## src/rtl/result_fifo_bank.sv

```systemverilog
module result_fifo_bank #(
  parameter int NF    = 6,
  parameter int DEPTH = 4,
  parameter int W     = 16,
  parameter int BEW   = 4,
  parameter int SELW  = 3
) (
  input  logic                         clk,
  input  logic                         rst_n,
  input  logic [NF-1:0]                push_valid,
  input  logic [NF*W-1:0]              push_data,
  input  logic                         pop_rd,
  input  logic [SELW-1:0]              pop_sel,
  input  logic [BEW-1:0]               pop_be,
  output logic [W-1:0]                 pop_data,
  input  logic [NF-1:0]                drain_en,
  input  logic [NF-1:0]                dma_sel,
  input  logic [NF-1:0]                ovf_clr,
  output logic [NF*$clog2(DEPTH+1)-1:0] count,
  output logic [NF-1:0]                not_empty,
  output logic [NF-1:0]                overflow,
  output logic [NF-1:0]                irq_req,
  output logic [NF-1:0]                dma_req
);
  localparam int AW = (DEPTH > 1) ? $clog2(DEPTH) : 1;
  localparam int CW = $clog2(DEPTH + 1);

  wire rd = pop_rd && (|pop_be);

  logic [NF-1:0][W-1:0] head_w;
  logic [NF-1:0]        hit_w;

  for (genvar g = 0; g < NF; g++) begin : g_q
    logic [W-1:0]  slot [DEPTH];
    logic [AW-1:0] rp, wp;
    logic [CW-1:0] cnt;
    logic          ovf;

    wire full   = (cnt == CW'(DEPTH));
    wire hit    = rd && (pop_sel == SELW'(g)) && (cnt != '0);
    wire push   = push_valid[g] && !full;
    wire [AW-1:0] wp_nx = (wp == AW'(DEPTH-1)) ? '0 : wp + 1'b1;
    wire [AW-1:0] rp_nx = (rp == AW'(DEPTH-1)) ? '0 : rp + 1'b1;

    always_ff @(posedge clk) begin
      if (push) slot[wp] <= push_data[g*W +: W];
    end

    always_ff @(posedge clk or negedge rst_n) begin
      if (!rst_n) begin
        rp  <= '0;
        wp  <= '0;
        cnt <= '0;
        ovf <= 1'b0;
      end else begin
        if (push) wp <= wp_nx;
        if (hit)  rp <= rp_nx;
        case ({push, hit})
          2'b10:   cnt <= cnt + 1'b1;
          2'b01:   cnt <= cnt - 1'b1;
          default: cnt <= cnt;
        endcase
        if (push_valid[g] && full) ovf <= 1'b1;
        else if (ovf_clr[g])       ovf <= 1'b0;
      end
    end

    assign head_w[g]           = slot[rp];
    assign hit_w[g]            = hit;
    assign count[g*CW +: CW]   = cnt;
    assign not_empty[g]        = (cnt != '0);
    assign overflow[g]         = ovf;
    assign irq_req[g]          = not_empty[g] && drain_en[g] && !dma_sel[g];
    assign dma_req[g]          = not_empty[g] && drain_en[g] && dma_sel[g];

    a_r9_cnt_bound: assert property (@(posedge clk) disable iff (!rst_n)
      cnt <= CW'(DEPTH));
    a_r11_empty_read: assert property (@(posedge clk) disable iff (!rst_n)
      (rd && pop_sel == SELW'(g) && cnt == '0 && !push_valid[g]) |=> (cnt == '0 && $stable(rp)));
    a_r8_push_pop: assert property (@(posedge clk) disable iff (!rst_n)
      (push && hit) |=> $stable(cnt));
    a_r10_ovf_set: assert property (@(posedge clk) disable iff (!rst_n)
      (push_valid[g] && full) |=> (ovf && cnt != '0));
    a_r12_dma_drop: assert property (@(posedge clk) disable iff (!rst_n)
      (hit && cnt == CW'(1) && !push_valid[g]) |=> !dma_req[g]);
  end

  always_comb begin
    pop_data = '0;
    for (int i = 0; i < NF; i++)
      if (hit_w[i]) pop_data = head_w[i];
  end

  a_r6_one_route: assert property (@(posedge clk) disable iff (!rst_n)
    (irq_req & dma_req) == '0);
  a_r3_single_hit: assert property (@(posedge clk) disable iff (!rst_n)
    $onehot0(hit_w));
endmodule

```

## config.mk

```make
export PLATFORM = sky130hd
export DESIGN_NAME = result_fifo_bank
export DESIGN_NICKNAME = d
export VERILOG_FILES = /design/src/rtl/result_fifo_bank.sv
export SDC_FILE = /design/constraint.sdc
export NUM_CORES = 1
export LEC_CHECK = 0
export ABC_AREA = 1
export BUFFER_PORTS_ARGS = -buffer_cell sky130_fd_sc_hd__buf_2
export CAP_MARGIN = 15
export CORE_UTILIZATION = 55
export DETAILED_ROUTE_END_ITERATION = 12
export MAX_ROUTING_LAYER = met4
export PLACE_DENSITY = 0.75
export SLEW_MARGIN = 30
export SYNTH_ARGS = -nofsm -noshare
export SYNTH_HDL_FRONTEND = slang
export SYNTH_SLANG_ARGS = --single-unit
```

## constraint.sdc

```tcl
create_clock -name clk -period 2.4 [get_ports clk]
set_input_delay 0.24 -clock clk [delete_from_list [all_inputs] [get_ports clk]]
set_output_delay 0.24 -clock clk [all_outputs]
set_load 0.02 [all_outputs]
```

==> results.cfg <==
[final_layout]
drive_above_1_share_pct = 18.8
count_of_nets_after_finishing = 2238
mostFrequentLayoutCell = sky130_fd_sc_hd__nand2_1
syn2layout_area_growth_pct = 23.8
fillerInstances = 2269
layout.cells.most_common_list = sky130_fd_sc_hd__nand2_1 (392), sky130_fd_sc_hd__edfxtp_1 (384), sky130_fd_sc_hd__inv_1 (223)

[setup_path]
critical_path.max_fanout = 16
arrival_ps = 2190
timing.rr.end = g_q[0].cnt[2]
timing.setup.critical_path_class = flop to output pin
flop_to_flop_setup_slack_ps = 130
worst_setup_path_end_kind = output pin
worstRegToRegCells = 11
timing.critical_path.from = g_q[2].rp[0]
start_kind = flop
worstPathRequired_ps = 2160
timing.rr.start = g_q[0].cnt[2]
crit_path_end = pop_data[4]

[floorplanning]
die-width_um = 186
fp.dieH_um = 186
rows = 67
ios = 188
initial_core_util_pct = 55.9
core_region_area_um2 = 33400
area_enclosed_by_the_die_boundary_um2 = 34700

[status]
run_status = finished with violations
violated_checks = setup timing

[place]
portBuffers = 187
dp_hpwl_um = 29400
gp_congestion = 0.838

[synthesis]
synth-compound-area-share_pct = 5.70
combinational_family_with_the_most_area_after_synthesis = simple AND/OR/NAND/NOR gates
synth_adder_area_share_pct = 3.05
synth_area_leaders = sky130_fd_sc_hd__edfxtp_1 (62%), sky130_fd_sc_hd__nand2_1 (8.1%), sky130_fd_sc_hd__dfrtp_1 (6.4%)
post_synth.cell_area_avg_um2 = 10.8
synth.top_cell.area_share_pct = 61.7
syn_inst = 1731
yosys.area.top_type = sky130_fd_sc_hd__edfxtp_1
postSynth.topFlopCell = sky130_fd_sc_hd__edfxtp_1
synthXorXnorAreaFrac_pct = 0.562
post_synth_mux_area_share_pct = 0
syn-cell-area_um2 = 18700
synth_enable_flop_cells = 384
synth.ff_latch_count = 432
post_synth_and_or_nand_nor_area_fraction_pct = 15.7
post_synth_num_cell_types = 30
postSynthNetCount = 1903
async_reset_ff_share_pct = 11.1
synth.yosys.warnings = 0
yosysSeqAreaShare_pct = 68.1

[global_routing]
grt_usage_pct = 27.0
grt_util_met1_pct = 35.1
grt_max_degree = 68
met3_grt_util_pct = 3.31
grt-ovfl-total = 0
gr-max-usage-layer = met2
via_count_of_the_first_global_routing_pass = 13049
global_route.usage.met2_pct = 43.9
first_pass_grt_wire_length_um = 70300
initial_antenna_violation_count = 2

[sta]
post-route-min-period_ps = 2430
rsz0062_at_grt = yes
hold_viol = 0
finalSetupViolCount = 2
worst_slew_slack_as_a_fraction_of_its_limit_pct = 51.4
post_route_hold_slack_ps = 24.9
fmaxAchievable_mhz = 412
setup_total_negative_slack_ps = -35.1
fin_worst_skew_ps = 11.5
drv_slew = 0
worstMarginPinSlew_ps = 729
timing.final.ws_setup_ps = -28.6
final_min_period_over_clock_period_pct = 101

[power]
power-per-cell-area_nw_per_um2 = 1150
p_clk_share_pct = 24.5
power_frac_seq_pct = 40.3
net_switching_share_of_the_total_power_pct = 36.8
internal_pwr_total_mw = 16.8
pwr-share-comb_pct = 35.3
power_spent_charging_and_discharging_nets_mw = 9.82
p_leak_nw = 9.75
post-layout-total-power_mw = 26.7
ir_drop_mv = 0.759

[clocking]
sink_count = 432
cts_htree_levels = 2
clock-root-buffer = sky130_fd_sc_hd__clkbuf_16
cts_inserted_buffers = 43
tritoncts = built
clock_insertion_delay_worst_skew_ps = 530
max-clock-path-buffers = 3
clk_pin_slew_ps = 60

[drt]
routed_wl_um = 45800
detailedRoute.firstPassIterationCount = 5
wl_per_cell_um = 17.9
drtIter0Drc = 1208
via_count = 13464
vias_per_cell = 5.28
antenna_left = 0
drc_errors = 0

[hold_path]
hold_class = input port to flop

[run]
drv.max_cap_violation_count = 0
cell usage after synthesis, types with 3 or more instances:
cell type / number
sky130_fd_sc_hd__xnor2_1: 9
sky130_fd_sc_hd__xor2_1: 3
sky130_fd_sc_hd__clkbuf_1: 22
sky130_fd_sc_hd__nor2_1: 238
sky130_fd_sc_hd__a21oi_1: 6
sky130_fd_sc_hd__buf_4: 12
sky130_fd_sc_hd__fa_1: 6
sky130_fd_sc_hd__o22ai_1: 48
sky130_fd_sc_hd__inv_2: 15
sky130_fd_sc_hd__nor3_1: 3
sky130_fd_sc_hd__buf_2: 34
sky130_fd_sc_hd__edfxtp_1: 384
sky130_fd_sc_hd__o21ai_0: 119
sky130_fd_sc_hd__nand4_1: 22
sky130_fd_sc_hd__inv_1: 227
sky130_fd_sc_hd__nor3_2: 3
sky130_fd_sc_hd__dfrtp_1: 48
sky130_fd_sc_hd__a31oi_1: 6
sky130_fd_sc_hd__nand3_1: 58
sky130_fd_sc_hd__ha_1: 36
sky130_fd_sc_hd__nand2_1: 403
sky130_fd_sc_hd__o21ai_1: 19
layer usage:
layer	share of wire, %	up-vias	wire (µm)
li1	-	6394	-
met1	41	6424	18500
met2	50	547	22700
met3	6.9	99	3150
met4	2.9	0	1350
met5	0	-	0
flip-flops by register name, summed over array words and instances, names as in the netlist:
signal,flops
g_q.rp,12
g_q.ovf,6
g_q.wp,12
g_q.slot,384
g_q.cnt,18
worst max-delay path: stages, from the launching register on:
cell	delay, ps
sky130_fd_sc_hd__dfrtp_2	510
sky130_fd_sc_hd__inv_6	160
sky130_fd_sc_hd__buf_4	130
sky130_fd_sc_hd__nand2_1	40
sky130_fd_sc_hd__nand3_1	70
sky130_fd_sc_hd__nand2_1	110
sky130_fd_sc_hd__inv_1	110
sky130_fd_sc_hd__nor2_1	50
sky130_fd_sc_hd__nor2_1	170
sky130_fd_sc_hd__nand4_1	100
sky130_fd_sc_hd__buf_2	190
worst min-delay path by stage:
stage / from / slack (ps) / cells after the start / to
after floorplan: rst_n / -60 / 0 / g_q[0].cnt[0]
after global placement: rst_n / 340 / 1 / g_q[3].wp[1]
after detailed placement: rst_n / 340 / 1 / g_q[3].wp[1]
after CTS: push_valid[0] / 9 / 3 / g_q[0].ovf
after global routing: push_valid[0] / 50 / 3 / g_q[0].ovf
final: push_valid[0] / 20 / 3 / g_q[0].ovf
timing repair:
action,CTS,global route
pin swaps,6,4
gates resized for setup,46,47
buffers inserted,0,4
gates cloned,4,3
hold buffers,105,0
endpoints found under the hold margin,414,0
setup endpoints to repair,16,16
per-stage QoR:
stage / area [µm²] / setup slack (ps) / instances / util (%)
floorplan: 18700 / 162 / 1731 / -
detailed placement: 20300 / 250 / 2355 / 60.7
finish: 23100 / -28.6 / 2550 / 69.1
CTS: 22900 / -1.03 / 2541 / 68.4
global placement: 20300 / 239 / 2355 / 60.7
global route: 23100 / -86.2 / 2550 / 69.1
cell families (layout without fill, tap and decap cells):
family	Yosys count	in the layout
flops	432	432
other cells	0	2
buf+inv	313	678
compound gates	199	199
xor+xnor	12	12
fa+ha+maj	42	42
simple gates	733	737
power groups by stage:
stage / clock [mW] / combinational [mW] / sequential (mW)
floorplan: 0 / 5.52 / 10.8
global placement: 0 / 8.37 / 10.7
detailed placement: 0 / 8.63 / 10.8
CTS: 6.58 / 9.03 / 10.7
global route: 6.88 / 10.4 / 10.9
finish: 6.52 / 9.40 / 10.7
cell type report:
| cell class | count | area (µm²) | share of cell area [%] |
|---|---|---|---|
| Antenna cell | 2 | 5.00 | 0.0216 |
| Clock buffer | 60 | 1230 | 5.33 |
| Clock inverter | 19 | 149 | 0.644 |
| Inverter | 242 | 931 | 4.02 |
| Multi-Input combinational cell | 990 | 4920 | 21.3 |
| Sequential cell | 432 | 12700 | 55.1 |
| Tap cell | 448 | 561 | 2.42 |
| Timing Repair Buffer | 356 | 2590 | 11.2 |
| Timing Repair inverter | 1 | 6.26 | 0.0270 |
(Power assumes the default switching activity.)
